[src/rtl/fcg_pkg.sv]
package fcg_pkg;
  localparam int unsigned GEN_COUNT = 4;
  localparam int unsigned GSEL_W    = $clog2(GEN_COUNT);

  // Per-pin configuration word
  typedef struct packed {
    logic              drive_en;
    logic              clk_mode;
    logic [GSEL_W-1:0] gen_sel;
  } pin_cfg_t;
endpackage

[src/rtl/fcg_accum.sv]
module fcg_accum #(
  parameter int unsigned ACC_W  = 32,
  parameter int unsigned IDX_W  = 2,
  parameter int unsigned MY_IDX = 0
) (
  input  logic             clk,
  input  logic             rst_n,
  input  logic             inc_we,
  input  logic [IDX_W-1:0] inc_idx,
  input  logic [ACC_W-1:0] inc_val,
  output logic             tick_out
);
  localparam logic [ACC_W-1:0] INC_MAX = {1'b0, {(ACC_W-1){1'b1}}};

  logic [ACC_W-1:0] inc_q;
  logic [ACC_W-1:0] acc_q;
  logic [ACC_W-1:0] inc_next;
  logic             wr_hit;

  assign wr_hit   = inc_we && (inc_idx == IDX_W'(MY_IDX));
  assign inc_next = inc_val[ACC_W-1] ? INC_MAX : inc_val;

  always_ff @(posedge clk) begin
    if (!rst_n) begin
      inc_q <= '0;
      acc_q <= '0;
    end else begin
      if (wr_hit) inc_q <= inc_next;
      if (inc_q == '0) acc_q <= '0;
      else             acc_q <= acc_q + inc_q;
    end
  end

  assign tick_out = acc_q[ACC_W-1];

  assert_write_loads_R2: assert property (@(posedge clk) disable iff (!rst_n)
    (wr_hit && !inc_val[ACC_W-1]) |=> (inc_q == $past(inc_val)));

  assert_stop_holds_low_R3: assert property (@(posedge clk) disable iff (!rst_n)
    (inc_q == '0) |=> (acc_q == '0 && !tick_out));

  assert_inc_capped_R4: assert property (@(posedge clk) disable iff (!rst_n)
    (inc_q <= INC_MAX));

  assert_retune_keeps_phase_R6: assert property (@(posedge clk) disable iff (!rst_n)
    (wr_hit && inc_q != '0) |=> (acc_q == $past(acc_q) + $past(inc_q)));
endmodule

[src/rtl/fcg_pin_slice.sv]
module fcg_pin_slice
  import fcg_pkg::*;
#(
  parameter int unsigned PIDX_W = 3,
  parameter int unsigned MY_PIN = 0
) (
  input  logic                 clk,
  input  logic                 rst_n,
  input  logic                 cfg_we,
  input  logic [PIDX_W-1:0]    cfg_idx,
  input  pin_cfg_t             cfg_in,
  input  logic [GEN_COUNT-1:0] gen_clks,
  input  logic                 data_in,
  output logic                 pin_out,
  output logic                 oe_out
);
  pin_cfg_t cfg_q;
  logic     hit;

  assign hit = cfg_we && (cfg_idx == PIDX_W'(MY_PIN));

  always_ff @(posedge clk) begin
    if (!rst_n) cfg_q <= '0;
    else if (hit) cfg_q <= cfg_in;
  end

  assign pin_out = (cfg_q.drive_en && cfg_q.clk_mode) ? gen_clks[cfg_q.gen_sel] : data_in;
  assign oe_out  = cfg_q.drive_en;

  assert_pin_word_oe_R9: assert property (@(posedge clk) disable iff (!rst_n)
    hit |=> (oe_out == $past(cfg_in.drive_en)));

  assert_data_when_not_clock_R7: assert property (@(posedge clk) disable iff (!rst_n)
    (hit && !(cfg_in.drive_en && cfg_in.clk_mode)) |=> (pin_out == data_in));
endmodule

[src/rtl/fcg_top.sv]
module fcg_top
  import fcg_pkg::*;
#(
  parameter int unsigned NUM_PINS = 8,
  parameter int unsigned ACC_W    = 32,
  localparam int unsigned PIDX_W  = $clog2(NUM_PINS)
) (
  input  logic                 clk,
  input  logic                 rst_n,
  input  logic                 inc_we,
  input  logic [GSEL_W-1:0]    inc_idx,
  input  logic [ACC_W-1:0]     inc_val,
  input  logic                 pin_we,
  input  logic [PIDX_W-1:0]    pin_idx,
  input  logic                 pin_oe_set,
  input  logic                 pin_clk_mode,
  input  logic [GSEL_W-1:0]    pin_gen_sel,
  input  logic [NUM_PINS-1:0]  pin_data,
  output logic [GEN_COUNT-1:0] gen_clk,
  output logic [NUM_PINS-1:0]  pin_out,
  output logic [NUM_PINS-1:0]  pin_oe
);
  pin_cfg_t wr_cfg;

  assign wr_cfg = '{drive_en: pin_oe_set, clk_mode: pin_clk_mode, gen_sel: pin_gen_sel};

  for (genvar g = 0; g < GEN_COUNT; g++) begin : g_gen
    fcg_accum #(.ACC_W(ACC_W), .IDX_W(GSEL_W), .MY_IDX(g)) u_accum (
      .clk      (clk),
      .rst_n    (rst_n),
      .inc_we   (inc_we),
      .inc_idx  (inc_idx),
      .inc_val  (inc_val),
      .tick_out (gen_clk[g])
    );
  end

  for (genvar p = 0; p < NUM_PINS; p++) begin : g_pin
    fcg_pin_slice #(.PIDX_W(PIDX_W), .MY_PIN(p)) u_slice (
      .clk      (clk),
      .rst_n    (rst_n),
      .cfg_we   (pin_we),
      .cfg_idx  (pin_idx),
      .cfg_in   (wr_cfg),
      .gen_clks (gen_clk),
      .data_in  (pin_data[p]),
      .pin_out  (pin_out[p]),
      .oe_out   (pin_oe[p])
    );
  end
endmodule

[config.mk]
export PLATFORM = sky130hd
export DESIGN_NAME = fcg_top
export DESIGN_NICKNAME = d
export VERILOG_FILES = /design/src/rtl/fcg_pkg.sv /design/src/rtl/fcg_accum.sv /design/src/rtl/fcg_pin_slice.sv /design/src/rtl/fcg_top.sv
export SDC_FILE = /design/constraint.sdc
export NUM_CORES = 1
export LEC_CHECK = 0
export BUFFER_PORTS_ARGS = -buffer_cell sky130_fd_sc_hd__buf_4
export CORE_MARGIN = 5
export CORE_UTILIZATION = 31
export DETAILED_ROUTE_END_ITERATION = 16
export RECOVER_POWER = 100
export SYNTH_ARGS = -nofsm -noshare
export SYNTH_HDL_FRONTEND = slang
export SYNTH_SLANG_ARGS = --single-unit
[constraint.sdc]
create_clock -name clk -period 4 [get_ports clk]
set_clock_uncertainty 0.1 [all_clocks]
set_input_delay 0.4 -clock clk [delete_from_list [all_inputs] [get_ports clk]]
set_output_delay 0.4 -clock clk [all_outputs]
set_load 0.01 [all_outputs]
; ---- Word level (Yosys, flattened, before mapping)
; Index checks and enable logic that the tools add are counted.
[word_totals]
register_bits = 288
input_bits = 53
[classes]
add_sub_neg = 4
order_cmp = 8
n_eq_ne = 10
muxes = 25
bitwise = 1
reduce_logical = 30
[op_table]
columns = cell, count
row1 = $add A32 B32 Y32, 4
row2 = $logic_not A32 Y1, 4
row3 = $mux W31, 1
row4 = $lt A2 B3 Y1 const B, 8
row5 = $logic_and A1 B1 Y1, 20
row6 = $bmux W1 S2, 8
row7 = $mux W1, 16
row8 = $eq A3 B3 Y1 const B, 4
row9 = $reduce_or A2 Y1, 4
row10 = $eq A3 B2 Y1 const B, 2
row11 = $eq A2 B2 Y1 const B, 2
row12 = $eq A3 B1 Y1 const B, 1
row13 = $logic_not A3 Y1, 1
row14 = $eq A2 B1 Y1 const B, 1
row15 = $logic_not A2 Y1, 1
row16 = $not A1 Y1, 1

; ---- Longest topological paths before layout
; Gate-level depths: netlist of run 1.
[logic_depth]
ltp_word = 3
ltp_mapped = 10

; ---- By module
; A second synthesis of run 1 with hierarchy kept.
[hier_totals]
hier_cells = 2008
hier_area_um2 = 17053.9
[modules_own_cells]
columns = mod, instances, cells_each, area_per_inst_um2
row1 = fcg_accum at g_gen[1].u_accum, 1, 475, 3993.8
row2 = fcg_accum at g_gen[0].u_accum, 1, 471, 3886.2
row3 = fcg_accum at g_gen[2].u_accum, 1, 469, 3865.0
row4 = fcg_accum at g_gen[3].u_accum, 1, 462, 3746.1
row5 = fcg_pin_slice at g_pin[1].u_slice ..., 3, 17, 197.7
row6 = fcg_pin_slice at g_pin[3].u_slice ..., 3, 16, 191.4
row7 = fcg_pin_slice at g_pin[0].u_slice, 1, 16, 206.4
row8 = fcg_pin_slice at g_pin[7].u_slice, 1, 16, 188.9

; ---- Worst setup path after synthesis of run 1
; No wires, ideal clock.
[synth_timing]
path_type = register to register
start = register g_gen[2].u_accum.inc_q[0]
end = register g_gen[2].u_accum.acc_q[28]
t_arrival_ps = 2586
required_time_ps = 3828
setup_slack_ps = 1242
path_stages_with_launch = 11
cell_sequence = dfxtp_1 -> ha_1 -> fa_1 -> a21oi_2 -> and4b_1 -> o2111ai_2 -> nand4_2 -> a311oi_4 -> o31ai_2 -> a221oi_2 -> mux2i_1
[synth_via]
elab_chain_len = 2
[synth_rtl]
columns = item, line_no
row1 = start: declaration, fcg_accum.sv:15  ; logic [ACC_W-1:0] inc_q;
row2 = start signal: assignment, fcg_accum.sv:28  ; if (wr_hit) inc_q <= inc_next;
row3 = "parallel branches: the longest is 2 deep, another holds $add A32 B32 Y32", --
row4 = end signal: assignment, fcg_accum.sv:30  ; else acc_q <= acc_q + inc_q;
row5 = end: declaration, fcg_accum.sv:16  ; logic [ACC_W-1:0] acc_q;
; Parallel ways; which one is timed is not known.
; A chain may end at the register's enable or synchronous reset.

; ---- Worst setup path in the final report of run 1
[layout_timing]
start = register g_gen[0].u_accum.inc_q[0]
end = register g_gen[0].u_accum.acc_q[28]
[layout_via]
elab_chain_len = 2
[layout_rtl]
columns = item, line_no
row1 = start: declaration, fcg_accum.sv:15
row2 = start signal: assignment, fcg_accum.sv:28
row3 = "parallel branches: the longest is 2 deep, another holds $add A32 B32 Y32", --
row4 = end signal: assignment, fcg_accum.sv:30
row5 = end: declaration, fcg_accum.sv:16
; Parallel ways; which one is timed is not known.

==> impl_results.html, run 1 <==
<table>
<tr><th>Metric</th><th>Value</th></tr>
<tr><th colspan="2">Clock tree</th></tr>
<tr><td>Total CTS buffers</td><td>34</td></tr>
<tr><td>Clock edge transition at the registers on the reported setup and hold paths</td><td>0.06 ns</td></tr>
<tr><td>H-tree depth reported by CTS</td><td>2</td></tr>
<tr><td>CTS Buffer Depth</td><td>3</td></tr>
<tr><td>Setup bufs post-CTS</td><td>0</td></tr>
<tr><td>Clock tree from TritonCTS</td><td>done</td></tr>
<tr><td>Post-CTS resize count</td><td>0</td></tr>
<tr><td>Buffer type at the clock tree root</td><td>clkbuf_16</td></tr>
<tr><td>Count of hold buffers inserted by post-cts repair</td><td>0</td></tr>
<tr><td>Source-to-sink clock delay at the later pin of the worst-skew pair</td><td>0.54 ns</td></tr>
<tr><td>TritonCTS sink count</td><td>284</td></tr>
<tr><th colspan="2">Synth</th></tr>
<tr><td>Library cell with the largest summed area after synthesis</td><td>dfxtp_1</td></tr>
<tr><td>Cell count after synthesis</td><td>1870</td></tr>
<tr><td>Cell types occupying the most area after synthesis</td><td>dfxtp_1 35%, ha_1 9.5%, o211a_1 7.6%</td></tr>
<tr><td>Primary flip-flop cell chosen by synthesis mapping</td><td>dfxtp_1</td></tr>
<tr><td>Syn Area/Cell</td><td>8.72 sq um</td></tr>
<tr><td>Area share of the largest cell type after synthesis</td><td>34.9%</td></tr>
<tr><td>Post-synth EDFFs</td><td>0</td></tr>
<tr><td>Sequential element share of the synthesized area</td><td>34.9%</td></tr>
<tr><td>Warnings from Yosys</td><td>0</td></tr>
<tr><td>Synth unique cells</td><td>79</td></tr>
<tr><td>Commonest cells post-synth</td><td>284 x dfxtp_1, 219 x nand2_1, 178 x nor2_1</td></tr>
<tr><td>Synthesis-stage register bit count</td><td>284</td></tr>
<tr><td>Synth async-reset ratio</td><td>0%</td></tr>
<tr><td>Post-synth net total</td><td>2051</td></tr>
<tr><td>Summed instance area of the synthesized netlist</td><td>16300 sq um</td></tr>
<tr><td>Most frequently used cell type in the post-synthesis netlist</td><td>dfxtp_1</td></tr>
<tr><th colspan="2">Layout</th></tr>
<tr><td>P&amp;R area growth vs syn</td><td>12.2%</td></tr>
<tr><td>Fraction of layout instances using a drive strength above 1</td><td>7.95%</td></tr>
<tr><td>Final #Nets</td><td>2055</td></tr>
<tr><td>Filler instances</td><td>5427</td></tr>
<tr><td>Antenna cells</td><td>0</td></tr>
<tr><th colspan="2">Critical path</th></tr>
<tr><td>Maximum net fanout on the critical path</td><td>4</td></tr>
<tr><td>Required time of the critical path</td><td>4.32 ns</td></tr>
<tr><td>Crit end category</td><td>flop</td></tr>
<tr><td>WS Path Type</td><td>reg2reg</td></tr>
<tr><td>Critical path arrival</td><td>3.64 ns</td></tr>
<tr><td>Nature of the critical path startpoint</td><td>flop</td></tr>
<tr><td>Depth of the most critical reg-to-reg path</td><td>10</td></tr>
<tr><th colspan="2">STA</th></tr>
<tr><td>Rel. slew slack</td><td>-67.0%</td></tr>
<tr><td>Final critical path time including I/O delays and setup</td><td>3.32 ns</td></tr>
<tr><td>Maximum clock rate</td><td>301 MHz</td></tr>
<tr><td>Count of endpoints failing hold in the final timing report</td><td>0</td></tr>
<tr><td>Slew at the pin closest to its max-slew limit</td><td>2.50 ns</td></tr>
<tr><td>Final sum of negative setup slack</td><td>0 ns</td></tr>
<tr><td>Setup repair after global routing missed its margin</td><td>false</td></tr>
<tr><td>Final cycle utilization of the critical path</td><td>82.9%</td></tr>
<tr><td>Pins Over Slew Limit</td><td>218</td></tr>
<tr><td>Number of setup violations in the final report</td><td>0</td></tr>
<tr><td>Min Hold Slack</td><td>0.121 ns</td></tr>
<tr><th colspan="2">Floorplanning</th></tr>
<tr><td>Initial standard-cell utilization of the core</td><td>31.1%</td></tr>
<tr><td>Die span in y</td><td>239 microns</td></tr>
<tr><td>Overall die width</td><td>239 microns</td></tr>
<tr><td>Die area</td><td>57300 sq um</td></tr>
<tr><td>I/O pin total</td><td>73</td></tr>
<tr><td>Number of standard-cell rows in the floorplan</td><td>84</td></tr>
<tr><td>Floorplan Core Area</td><td>52300 sq um</td></tr>
<tr><th colspan="2">Hold path</th></tr>
<tr><td>Hold Path Depth</td><td>3</td></tr>
<tr><td>Type of the most critical hold path</td><td>in2reg</td></tr>
<tr><th colspan="2">Global route</th></tr>
<tr><td>Antenna violations before repair</td><td>0</td></tr>
<tr><td>Wire length of the first global-routing pass</td><td>70400 microns</td></tr>
<tr><td>Largest net degree at the start of global routing</td><td>69</td></tr>
<tr><td>GRT Resource Usage Total</td><td>15.1%</td></tr>
<tr><td>Sum of overflow across all layers after global routing</td><td>0</td></tr>
<tr><td>Number of global-route vias before repair</td><td>13.2k</td></tr>
<tr><th colspan="2">Placed design</th></tr>
<tr><td>Gpl congestion</td><td>0.904</td></tr>
<tr><td>DP HPWL</td><td>33100 microns</td></tr>
<tr><td>Input/output buffers</td><td>72</td></tr>
<tr><th colspan="2">Pwr</th></tr>
<tr><td>Power density over the cells</td><td>416 nW/um^2</td></tr>
<tr><td>Post-layout total power</td><td>7.61 mW</td></tr>
<tr><td>Maximum resistive drop on vdd</td><td>0.236 mV</td></tr>
<tr><td>Leakage component of the power</td><td>9.02 nW</td></tr>
<tr><th colspan="2">Route</th></tr>
<tr><td>Detailed-router iteration count before antenna repair</td><td>5</td></tr>
<tr><td>Detailed-route vias per instance</td><td>5.37</td></tr>
<tr><td>Detail-routed net length per standard cell</td><td>17.4 microns</td></tr>
<tr><td>Residual antenna-violating net count after detailed routing</td><td>0</td></tr>
<tr><td>Total vias in the final route</td><td>13.9k</td></tr>
<tr><td>DRC violation total after the first TritonRoute iteration</td><td>1001</td></tr>
<tr><td># DRC</td><td>0</td></tr>
<tr><td>WL final</td><td>45000 microns</td></tr>
<tr><th colspan="2">Run status</th></tr>
<tr><td>Result of the run</td><td>finished, violations left</td></tr>
<tr><td>Violated checks</td><td>max-capacitance violations, max-slew violations</td></tr>
<tr><th colspan="2">Run</th></tr>
<tr><td>Number of max-cap violations</td><td>5</td></tr>
</table>
-- power by group --
group | switching (mW) | internal, mW
clock network | 1.27 | 2.02
logic | 0.697 | 0.454
registers | 0.136 | 3.03
total | 2.11 | 5.51
-- cells in the final DEF, fill, tap and decap left out, types with 10 or more instances in the layout --
cell type  synthesis  layout
a211oi_1          11      11
a21o_1            65      65
a21oi_1          126     129
a31oi_1           15      15
and2_1            20      14
and3_1            20      20
buf_4             20      52
clkbuf_1          89      34
clkbuf_16          0      35
dfxtp_1          284     284
ha_1             124     124
inv_1             30      30
mux2_2            10      10
mux2i_1           39      39
nand2_1          219     219
nand2b_1          10      10
nand3_1           36      36
nand4_1           28      29
nor2_1           178     178
nor2b_1           40      40
nor3_1            27      27
nor3b_1           10      10
nor4_1            32      32
o211a_1          124     124
o211ai_1          11      11
o21a_1            12      12
o21ai_0           61      65
o21bai_1          23      23
xnor2_1           33      33
xor2_1            48      48
-- state kept, by name, summed over array words and instances, names as in the netlist --
register and cells:
g_gen.u_accum.inc_q 124, g_pin.u_slice.cfg_q 24, g_pin.u_slice.oe_out 8, g_gen.u_accum.acc_q 128
-- final timing paths --
path / end / slack (ns) / start
hold / removal: g_pin[7].u_slice.cfg_q[2] / 0.12 / pin_clk_mode
setup reg to reg: g_gen[0].u_accum.acc_q[28] / 0.68 / g_gen[0].u_accum.inc_q[0]
setup / recovery: g_gen[0].u_accum.acc_q[28] / 0.68 / g_gen[0].u_accum.inc_q[0]
hold reg to reg: g_pin[0].u_slice.cfg_q[2] / 0.42 / g_pin[0].u_slice.cfg_q[2]
-- routing by layer --
layer	vias up	global-route usage [%]	part of all wire (%)
li1	6807	-	-
met1	6628	20.8	47
met2	375	24.1	44
met3	82	2.57	6.1
met4	0	4.60	2.8
met5	-	0	0
-- area by class of cell --
| class | instances | area [sq um] | area share, % |
|---|---|---|---|
| multi-input cells | 1442 | 9920 | 54.2 |
| clock inverters | 14 | 206 | 1.13 |
| clock buffers | 47 | 1000 | 5.47 |
| flip-flops and latches | 284 | 5690 | 31.1 |
| repair buffers | 82 | 503 | 2.75 |
| well taps | 688 | 861 | 4.71 |
| inverters | 30 | 113 | 0.616 |
-- stage by stage --
stage                     utilization [%]  cells  cell area [sq um]  worst slack (ns)
after floorplan                         -   1870              16300              1.24
after global placement               33.0   2526              17300              1.00
after detailed placement             33.0   2526              17300             0.986
after CTS                            35.4   2587              18500             0.966
after global routing                 34.9   2587              18300             0.360
final                                34.9   2587              18300             0.682
-- worst max-delay path, cell delays in order, from the launching register on --
cell,delay (ns)
dfxtp_1,0.33
ha_1,0.22
fa_1,0.47
a21o_1,0.21
a221oi_1,0.40
a21oi_1,0.23
a32oi_1,0.42
a21oi_1,0.23
nor4_1,0.38
or4_1,0.16
nand2_1,0.05
-- cell families (layout without fill, tap and decap cells) --
| group | after synthesis | after routing | share of synthesized area [%] |
|---|---|---|---|
| adders and majority gates | 128 | 128 | 10.0 |
| muxes | 57 | 57 | 4.19 |
| buffers and inverters | 144 | 173 | 3.80 |
| xor gates and xnor gates | 81 | 81 | 4.35 |
| AOI/OAI and AO/OA | 522 | 522 | 23.9 |
| DFF | 284 | 284 | 34.9 |
| and+or+nand+nor | 654 | 654 | 18.9 |
Power figures use the tool's default switching activity.
==> run 2: changes to the inputs <==
--- a/config.mk
+++ b/config.mk
@@ -5,6 +5,7 @@
 export SDC_FILE = /design/constraint.sdc
 export NUM_CORES = 1
 export LEC_CHECK = 0
+export ABC_AREA = 1
 export BUFFER_PORTS_ARGS = -buffer_cell sky130_fd_sc_hd__buf_4
 export CORE_MARGIN = 5
 export CORE_UTILIZATION = 31
==> constraint.sdc (replaced) <==
create_clock -name clk -period 3.15 [get_ports clk]
set_clock_uncertainty 0.1 [all_clocks]
set_input_delay 0.315 -clock clk [delete_from_list [all_inputs] [get_ports clk]]
set_output_delay 0.315 -clock clk [all_outputs]
set_load 0.01 [all_outputs]
==> impl_results.html, run 2 <==
<table>
<tr><th>Metric</th><th>Value</th></tr>
<tr><th colspan="2">Layout</th></tr>
<tr><td>Final cell area excluding filler cells</td><td>21700 sq um (+19%)</td></tr>
<tr><td>P&amp;R area growth vs syn</td><td>12.3% (about the same)</td></tr>
<tr><td>Most common library cell in the layout ignoring fill and taps</td><td>nand2_1</td></tr>
<tr><td>Final #Nets</td><td>3382 (+65%)</td></tr>
<tr><td>Commonest cells after routing, fill and taps aside</td><td>876 x nand2_1, 580 x inv_1, 440 x nor2_1</td></tr>
<tr><td>Top reg by flops</td><td>g_gen.u_accum.acc_q</td></tr>
<tr><td>Biggest registers after layout</td><td>g_gen.u_accum.acc_q (128), g_gen.u_accum.inc_q (124), g_pin.u_slice.cfg_q (24)</td></tr>
<tr><td>Fraction of layout instances using a drive strength above 1</td><td>7.07% (-0.88 points)</td></tr>
<tr><td>Max reg flops</td><td>128 (unchanged)</td></tr>
<tr><th colspan="2">Pwr</th></tr>
<tr><td>Leakage component of the power</td><td>11.4 nW (+26%)</td></tr>
<tr><td>Switching share of power</td><td>28.4% (+0.75 points)</td></tr>
<tr><td>Fraction of power consumed by combinational cells</td><td>15.4% (+0.3 points)</td></tr>
<tr><td>Proportion of power drawn by the clock network</td><td>44.1% (+0.8 points)</td></tr>
<tr><td>Maximum resistive drop on vdd</td><td>0.332 mV (+40%)</td></tr>
<tr><td>Power density over the cells</td><td>455 nW/um^2 (+9.4%)</td></tr>
<tr><td>Internal Dissipation</td><td>7.08 mW (+29%)</td></tr>
<tr><td>Net load switching power</td><td>2.81 mW (+33%)</td></tr>
<tr><td>Sequential Power Share</td><td>40.4% (-1.2 points)</td></tr>
<tr><th colspan="2">Floorplanning</th></tr>
<tr><td>Number of standard-cell rows in the floorplan</td><td>91 (+8.3%)</td></tr>
<tr><td>Initial standard-cell utilization of the core</td><td>31.3% (+0.20 points)</td></tr>
<tr><td>I/O pin total</td><td>73 (unchanged)</td></tr>
<tr><td>Die area</td><td>67500 sq um (+18%)</td></tr>
<tr><td>Floorplan Core Area</td><td>61700 sq um (+18%)</td></tr>
<tr><td>Overall die width</td><td>260 microns (+8.6%)</td></tr>
<tr><td>Die span in y</td><td>260 microns (+8.6%)</td></tr>
<tr><th colspan="2">Global route</th></tr>
<tr><td>Routing layer with the top usage in global route</td><td>met2</td></tr>
<tr><td>GR met3 Demand/Resource</td><td>2.75% (+0.18 points)</td></tr>
<tr><td>Sum of overflow across all layers after global routing</td><td>0 (unchanged)</td></tr>
<tr><td>Largest net degree at the start of global routing</td><td>63 (-8.7%)</td></tr>
<tr><td>GRT met2 Usage</td><td>26.1% (+2.0 points)</td></tr>
<tr><td>Antenna violations before repair</td><td>2 (+2)</td></tr>
<tr><td>Met1 track demand over resource in global routing</td><td>23.1% (+2.2 points)</td></tr>
<tr><td>Wire length of the first global-routing pass</td><td>90500 microns (+28%)</td></tr>
<tr><td>GRT Resource Usage Total</td><td>16.5% (+1.4 points)</td></tr>
<tr><td>Number of global-route vias before repair</td><td>17.3k (+31%)</td></tr>
<tr><th colspan="2">Synth</th></tr>
<tr><td>Most frequently used cell type in the post-synthesis netlist</td><td>nand2_1</td></tr>
<tr><td>Syn Area/Cell</td><td>6.12 sq um (-30%)</td></tr>
<tr><td>Commonest cells post-synth</td><td>874 x nand2_1, 579 x inv_1, 437 x nor2_1</td></tr>
<tr><td>Warnings from Yosys</td><td>0 (unchanged)</td></tr>
<tr><td>Area share of fa/ha/maj cells after synthesis</td><td>8.44% (-1.6 points)</td></tr>
<tr><td>Post-synth net total</td><td>3340 (+63%)</td></tr>
<tr><td>Area share of the largest cell type after synthesis</td><td>29.4% (-5.5 points)</td></tr>
<tr><td>Post-Synth XOR/XNOR Area</td><td>2.72% (-1.6 points)</td></tr>
<tr><td>Dominant combinational cell family by area after synthesis</td><td>simple AND/OR/NAND/NOR gates</td></tr>
<tr><td>Synthesis-stage register bit count</td><td>284 (unchanged)</td></tr>
<tr><td>Synth unique cells</td><td>36 (-54%)</td></tr>
<tr><td>Fraction of synthesized area in multiplexers</td><td>0% (-4.2 points)</td></tr>
<tr><td>Cell count after synthesis</td><td>3159 (+69%)</td></tr>
<tr><td>Primary flip-flop cell chosen by synthesis mapping</td><td>dfxtp_1</td></tr>
<tr><td>Sequential element share of the synthesized area</td><td>29.4% (-5.5 points)</td></tr>
<tr><td>Compound-gate portion of the synthesized area</td><td>11.3% (-13 points)</td></tr>
<tr><td>Post-synth EDFFs</td><td>0 (unchanged)</td></tr>
<tr><td>Synthesized-area fraction occupied by and/or/nand/nor cells</td><td>34.6% (+16 points)</td></tr>
<tr><td>Summed instance area of the synthesized netlist</td><td>19300 sq um (+19%)</td></tr>
<tr><td>Library cell with the largest summed area after synthesis</td><td>dfxtp_1</td></tr>
<tr><td>Synth async-reset ratio</td><td>0% (unchanged)</td></tr>
<tr><td>Cell types occupying the most area after synthesis</td><td>dfxtp_1 29%, nand2_1 17%, inv_1 11%</td></tr>
<tr><th colspan="2">Route</th></tr>
<tr><td>Detailed-router iteration count before antenna repair</td><td>6 (+1)</td></tr>
<tr><td>Residual antenna-violating net count after detailed routing</td><td>0 (unchanged)</td></tr>
<tr><td>Detailed-route vias per instance</td><td>4.53 (-16%)</td></tr>
<tr><td>WL final</td><td>56500 microns (+26%)</td></tr>
<tr><td># DRC</td><td>0 (unchanged)</td></tr>
<tr><td>Detail-routed net length per standard cell</td><td>13.9 microns (-20%)</td></tr>
<tr><td>Total vias in the final route</td><td>18.4k (+32%)</td></tr>
<tr><td>DRC violation total after the first TritonRoute iteration</td><td>1174 (+17%)</td></tr>
<tr><th colspan="2">Critical path</th></tr>
<tr><td>Maximum net fanout on the critical path</td><td>11 (+7)</td></tr>
<tr><td>Nature of the critical path startpoint</td><td>flop</td></tr>
<tr><td>Crit end category</td><td>output pin</td></tr>
<tr><td>Critical path arrival</td><td>2.07 ns (-1.57 ns)</td></tr>
<tr><td>Required time of the critical path</td><td>2.73 ns (-1.59 ns)</td></tr>
<tr><td>WS Path Type</td><td>reg2out</td></tr>
<tr><th colspan="2">STA</th></tr>
<tr><td>Final sum of negative setup slack</td><td>0 ns (unchanged)</td></tr>
<tr><td>Number of setup violations in the final report</td><td>0 (unchanged)</td></tr>
<tr><td>Count of endpoints failing hold in the final timing report</td><td>0 (unchanged)</td></tr>
<tr><td>Setup repair after global routing missed its margin</td><td>false</td></tr>
<tr><td>Final cycle utilization of the critical path</td><td>78.8%</td></tr>
<tr><td>Maximum clock rate</td><td>403 MHz</td></tr>
<tr><td>Rel. slew slack</td><td>-24.5% (+42 points)</td></tr>
<tr><td>Slew at the pin closest to its max-slew limit</td><td>1.87 ns (-0.637 ns)</td></tr>
<tr><td>Pins Over Slew Limit</td><td>148 (-32%)</td></tr>
<tr><td>Final critical path time including I/O delays and setup</td><td>2.48 ns</td></tr>
<tr><th colspan="2">Clock tree</th></tr>
<tr><td>Total CTS buffers</td><td>34 (unchanged)</td></tr>
<tr><td>TritonCTS sink count</td><td>284 (unchanged)</td></tr>
<tr><td>Setup bufs post-CTS</td><td>0 (unchanged)</td></tr>
<tr><td>Source-to-sink clock delay at the later pin of the worst-skew pair</td><td>0.55 ns (about the same)</td></tr>
<tr><td>H-tree depth reported by CTS</td><td>2 (unchanged)</td></tr>
<tr><td>CTS Buffer Depth</td><td>3 (unchanged)</td></tr>
<tr><td>Clock tree from TritonCTS</td><td>done</td></tr>
<tr><td>Clock edge transition at the registers on the reported setup and hold paths</td><td>0.06 ns (about the same)</td></tr>
<tr><td>Buffer type at the clock tree root</td><td>clkbuf_16</td></tr>
<tr><th colspan="2">Placed design</th></tr>
<tr><td>Instance area after placement</td><td>20600 sq um (+19%)</td></tr>
<tr><td>DP HPWL</td><td>44100 microns (+33%)</td></tr>
<tr><td>Gpl congestion</td><td>0.931 (+3.0%)</td></tr>
<tr><td>Input/output buffers</td><td>72 (unchanged)</td></tr>
<tr><th colspan="2">Run status</th></tr>
<tr><td>Violated checks</td><td>max-capacitance violations, max-slew violations</td></tr>
<tr><td>Result of the run</td><td>finished, violations left</td></tr>
<tr><th colspan="2">Run</th></tr>
<tr><td>Number of max-cap violations</td><td>3 (-2)</td></tr>
<tr><th colspan="2">Hold path</th></tr>
<tr><td>Type of the most critical hold path</td><td>in2reg</td></tr>
</table>
==> run 2: layout make-up <==
class                           instances  area [sq um]
Antenna cell                            1          2.50
Clock buffer                           45           973
Clock inverter                         16           267
Fill cell                            6937         40000
Inverter                              587          2200
Multi-Input combinational cell       2206         11000
Sequential cell                       284          5690
Tap cell                              837          1050
Timing Repair Buffer                   88           571
==> run 2: worst max-delay path, cell delays in order (launching register included) <==
cell and delay [ns]:
dfxtp_1 0.85, a21oi_1 0.17, o31ai_1 0.29, clkbuf_1 0.21
==> run 2: metrics by stage <==
stage               hold slack (ns)  setup slack [ns]  power, mW  instances  util, %
global placement              0.360              1.06       5.61       3999     33.4
global route                 0.0620             0.468       10.4       4064     35.2
detailed placement            0.370              1.04       5.62       3999     33.4
finish                       0.0840             0.669       9.88       4064     35.2
floorplan                     0.340              1.23       5.15       3159        -
CTS                          0.0307             0.655       10.0       4063     35.5
==> run 2: kinds of logic after synthesis <==
family / count (synthesis)
XOR/XNOR: 60
AO/OA/AOI/OAI: 403
adder cells (fa/ha/maj): 128
flip-flops: 284
buffers and inverters: 669
AND/OR/NAND/NOR: 1615
==> run 2: what timing repair did <==
action | in CTS | in global routing
gates resized for setup | 0 | 0
endpoints found under the hold margin | 18 | 0
hold buffers | 3 | 0
setup endpoints to repair | 0 | 0
==> run 2: power groups by stage <==
stage / combinational (mW) / sequential, mW / clock, mW
6_report: 1.52 / 4.00 / 4.36
5_1_grt: 1.74 / 4.02 / 4.62
4_1_cts: 1.56 / 4.00 / 4.47
3_5_place_dp: 1.54 / 4.08 / 0
3_3_place_gp: 1.54 / 4.07 / 0
2_1_floorplan: 1.15 / 4.01 / 0
==> run 2: per-layer routing <==
layer | wire length, microns | share of wire (%)
met5 | 0 | 0
met4 | 1340 | 2.4
met3 | 3110 | 5.5
met2 | 24700 | 44
met1 | 27400 | 48
==> run 2: final timing paths <==
check                                                 from                          to  slack [ns]  cells after the start
worst min register to register  g_gen[3].u_accum.inc_q[27]  g_gen[3].u_accum.inc_q[27]        0.38                      2
worst max-delay path            g_gen[2].u_accum.acc_q[31]                  pin_out[6]        0.67                      3
worst max register to register  g_gen[2].u_accum.inc_q[26]  g_gen[2].u_accum.acc_q[26]        0.68                      5
worst min-delay path                        pin_gen_sel[0]   g_pin[3].u_slice.cfg_q[0]        0.08                      3
==> run 3: changes to the inputs <==
==> constraint.sdc (replaced) <==
create_clock -name clk -period 2.6 [get_ports clk]
set_clock_uncertainty 0.1 [all_clocks]
set_input_delay 0.26 -clock clk [delete_from_list [all_inputs] [get_ports clk]]
set_output_delay 0.26 -clock clk [all_outputs]
set_load 0.01 [all_outputs]
==> impl_results.html, run 3 (synthesized netlist as in run 2, its figures left out) <==
<table>
<tr><th>Metric</th><th>Value</th></tr>
<tr><th colspan="2">Hold path</th></tr>
<tr><td>Worst hold path endpoint</td><td>g_gen[2].u_accum.inc_q[6]</td></tr>
<tr><td>Hold wc startpoint</td><td>inc_val[6]</td></tr>
<tr><td>Hold Path Depth</td><td>4 (+1)</td></tr>
<tr><td>Type of the most critical hold path</td><td>in2reg</td></tr>
<tr><th colspan="2">Layout</th></tr>
<tr><td>Final #Nets</td><td>3389 (+0.21%)</td></tr>
<tr><td>Top reg by flops</td><td>g_gen.u_accum.acc_q</td></tr>
<tr><td>Fraction of layout instances using a drive strength above 1</td><td>7.18% (+0.11 points)</td></tr>
<tr><td>Biggest registers after layout</td><td>g_gen.u_accum.acc_q (128), g_gen.u_accum.inc_q (124), g_pin.u_slice.cfg_q (24)</td></tr>
<tr><td>P&amp;R area growth vs syn</td><td>12.2% (about the same)</td></tr>
<tr><td>Max reg flops</td><td>128 (unchanged)</td></tr>
<tr><td>Most common library cell in the layout ignoring fill and taps</td><td>nand2_1</td></tr>
<tr><td>Commonest cells after routing, fill and taps aside</td><td>875 x nand2_1, 579 x inv_1, 438 x nor2_1</td></tr>
<tr><td>Antenna cells</td><td>0 (-1)</td></tr>
<tr><td>Number of non-filler instances in the completed layout</td><td>4068 (+0.098%)</td></tr>
<tr><th colspan="2">Critical path</th></tr>
<tr><td>Register-to-Register Setup Slack</td><td>0.36 ns (-0.32 ns)</td></tr>
<tr><td>Top Family by Delay on Critical Path</td><td>buffers and inverters</td></tr>
<tr><td>WS Path Type</td><td>in2reg</td></tr>
<tr><td>Startpoint of the worst setup timing path</td><td>rst_n</td></tr>
<tr><td>Critical path arrival</td><td>2.77 ns (+0.70 ns)</td></tr>
<tr><td>CP peak stage delay</td><td>0.97 ns (+0.12 ns)</td></tr>
<tr><td>Cell chain of the critical path</td><td>dlygate4sd3_1 &gt; clkbuf_1 &gt; o21ai_2 &gt; clkbuf_2 &gt; a21oi_1</td></tr>
<tr><td>Terminus of the critical flop-to-flop path</td><td>g_gen[1].u_accum.acc_q[16]</td></tr>
<tr><td>Highest-delay cell along the critical path</td><td>clkbuf_1</td></tr>
<tr><td>Maximum net fanout on the critical path</td><td>30 (+19)</td></tr>
<tr><td>Required time of the critical path</td><td>2.99 ns (+0.26 ns)</td></tr>
<tr><td>Reg-to-reg startpoint</td><td>g_gen[1].u_accum.inc_q[23]</td></tr>
<tr><td>WP buf/inv</td><td>3 (+2)</td></tr>
<tr><td>Critical path depth in cells</td><td>5 (+2)</td></tr>
<tr><td>Nature of the critical path startpoint</td><td>input pin</td></tr>
<tr><td>Depth of the most critical reg-to-reg path</td><td>5 (unchanged)</td></tr>
<tr><td>Crit end category</td><td>flop</td></tr>
<tr><th colspan="2">STA</th></tr>
<tr><td>Maximum clock rate</td><td>420 MHz</td></tr>
<tr><td>Number of setup violations in the final report</td><td>0 (unchanged)</td></tr>
<tr><td>Setup repair after global routing missed its margin</td><td>false</td></tr>
<tr><td>Final critical path time including I/O delays and setup</td><td>2.38 ns</td></tr>
<tr><td>Pins Over Slew Limit</td><td>0 (-100%)</td></tr>
<tr><td>Final sum of negative setup slack</td><td>0 ns (unchanged)</td></tr>
<tr><td>Slew at the pin closest to its max-slew limit</td><td>1.32 ns (-0.547 ns)</td></tr>
<tr><td>Count of endpoints failing hold in the final timing report</td><td>0 (unchanged)</td></tr>
<tr><td>Final cycle utilization of the critical path</td><td>91.5%</td></tr>
<tr><td>Rel. slew slack</td><td>12.0% (+36 points)</td></tr>
<tr><th colspan="2">Global route</th></tr>
<tr><td>Antenna violations before repair</td><td>2 (unchanged)</td></tr>
<tr><td>Sum of overflow across all layers after global routing</td><td>0 (unchanged)</td></tr>
<tr><td>Number of global-route vias before repair</td><td>17.2k (-0.36%)</td></tr>
<tr><td>GRT Resource Usage Total</td><td>16.5% (+0.020 points)</td></tr>
<tr><td>Largest net degree at the start of global routing</td><td>66 (+4.8%)</td></tr>
<tr><td>Wire length of the first global-routing pass</td><td>90300 microns (-0.17%)</td></tr>
<tr><th colspan="2">Floorplanning</th></tr>
<tr><td>Overall die width</td><td>260 microns (unchanged)</td></tr>
<tr><td>Number of standard-cell rows in the floorplan</td><td>91 (unchanged)</td></tr>
<tr><td>Die area</td><td>67500 sq um (unchanged)</td></tr>
<tr><td>Die span in y</td><td>260 microns (unchanged)</td></tr>
<tr><td>Floorplan Core Area</td><td>61700 sq um (unchanged)</td></tr>
<tr><td>Initial standard-cell utilization of the core</td><td>31.3% (unchanged)</td></tr>
<tr><td>I/O pin total</td><td>73 (unchanged)</td></tr>
<tr><th colspan="2">Route</th></tr>
<tr><td>Residual antenna-violating net count after detailed routing</td><td>0 (unchanged)</td></tr>
<tr><td>Total vias in the final route</td><td>18.6k (+1.1%)</td></tr>
<tr><td>DRC violation total after the first TritonRoute iteration</td><td>1265 (+7.8%)</td></tr>
<tr><td>Detailed-router iteration count before antenna repair</td><td>7 (+1)</td></tr>
<tr><td>WL final</td><td>56900 microns (+0.76%)</td></tr>
<tr><td>Detailed-route vias per instance</td><td>4.57 (+0.99%)</td></tr>
<tr><td># DRC</td><td>0 (unchanged)</td></tr>
<tr><td>Detail-routed net length per standard cell</td><td>14.0 microns (+0.66%)</td></tr>
<tr><th colspan="2">Pwr</th></tr>
<tr><td>Maximum resistive drop on vdd</td><td>0.461 mV (+39%)</td></tr>
<tr><td>Switching share of power</td><td>29.4% (+0.97 points)</td></tr>
<tr><td>Net load switching power</td><td>3.47 mW (+23%)</td></tr>
<tr><td>Fraction of power consumed by combinational cells</td><td>15.7% (+0.3 points)</td></tr>
<tr><td>Internal Dissipation</td><td>8.34 mW (+18%)</td></tr>
<tr><td>Leakage component of the power</td><td>11.4 nW (+0.26%)</td></tr>
<tr><td>Power density over the cells</td><td>544 nW/um^2 (+20%)</td></tr>
<tr><td>Proportion of power drawn by the clock network</td><td>43.3% (-0.8 points)</td></tr>
<tr><td>Sequential Power Share</td><td>41.0% (+0.6 points)</td></tr>
<tr><th colspan="2">Clock tree</th></tr>
<tr><td>Total CTS buffers</td><td>35 (+2.9%)</td></tr>
<tr><td>Buffer type at the clock tree root</td><td>clkbuf_16</td></tr>
<tr><td>H-tree depth reported by CTS</td><td>2 (unchanged)</td></tr>
<tr><td>CTS Buffer Depth</td><td>3 (unchanged)</td></tr>
<tr><td>Post-CTS resize count</td><td>0 (unchanged)</td></tr>
<tr><td>Clock tree from TritonCTS</td><td>done</td></tr>
<tr><td>TritonCTS sink count</td><td>284 (unchanged)</td></tr>
<tr><td>Source-to-sink clock delay at the later pin of the worst-skew pair</td><td>0.57 ns (+0.02 ns)</td></tr>
<tr><td>Clock edge transition at the registers on the reported setup and hold paths</td><td>0.06 ns (about the same)</td></tr>
<tr><th colspan="2">Placed design</th></tr>
<tr><td>Number of placed instances with taps included</td><td>4002 (+0.075%)</td></tr>
<tr><td>Gpl congestion</td><td>0.939 (+0.79%)</td></tr>
<tr><td>Input/output buffers</td><td>72 (unchanged)</td></tr>
<tr><td>DP HPWL</td><td>44200 microns (+0.33%)</td></tr>
<tr><th colspan="2">Run</th></tr>
<tr><td>Number of max-cap violations</td><td>0 (-3)</td></tr>
<tr><th colspan="2">Run status</th></tr>
<tr><td>Result of the run</td><td>completed</td></tr>
</table>
[run 3: per-stage QoR]
stage                     utilization, %  hold WS (ns)  total power [mW]  setup WS [ns]  area, sq um
after global routing                35.2        0.0448              12.4         0.0522        21700
after detailed placement            33.5         0.365              6.82          0.469        20700
after global placement              33.5         0.358              6.81          0.519        20700
after floorplan                        -         0.340              6.24          0.683        19300
final                               35.2        0.0475              11.8          0.221        21700
after CTS                           35.5        0.0172              12.0          0.188        21900
[run 3: per-layer routing]
layer  vias up  GRT usage [%]  wire length, microns
met5         -              0                     0
met4         0           4.34                  1240
met3        78           2.51                  2940
met2       379           26.9                 25400
met1      8304           22.8                 27400
li1       9835              -                     -
[run 3: final cells by class]
type                    instances  area (sq um)
fillers                      6962         40000
multi-input cells            2206         11000
flip-flops and latches        284          5690
inverters                     587          2200
well taps                     837          1050
clock buffers                  43           946
repair buffers                 94           628
clock inverters                17           225
[run 3: what timing repair did]
action | CTS | global route
endpoints found under the hold margin | 41 | 0
setup buffers | 0 | 0
hold buffers | 6 | 0
[run 3: worst max-delay path by stage]
stage / end / slack [ns]
floorplan: g_gen[0].u_accum.acc_q[24] / 0.68
global placement: g_gen[0].u_accum.acc_q[24] / 0.52
detailed placement: g_gen[0].u_accum.acc_q[24] / 0.47
CTS: pin_out[4] / 0.19
global route: g_gen[0].u_accum.acc_q[27] / 0.05
finish: g_gen[2].u_accum.acc_q[29] / 0.22
[run 3: worst min-delay path, cell delays in order]
cell	delay, ns
buf_4	0.07
or2_2	0.19
nor2_1	0.07
nor2_1	0.09
[run 3: power by group through the flow]
stage	logic [mW]	clock network, mW	registers, mW
floorplan	1.39	0	4.86
global route	2.11	5.40	4.87
global placement	1.87	0	4.94
finish	1.85	5.11	4.84
CTS	1.90	5.23	4.84
detailed placement	1.88	0	4.94
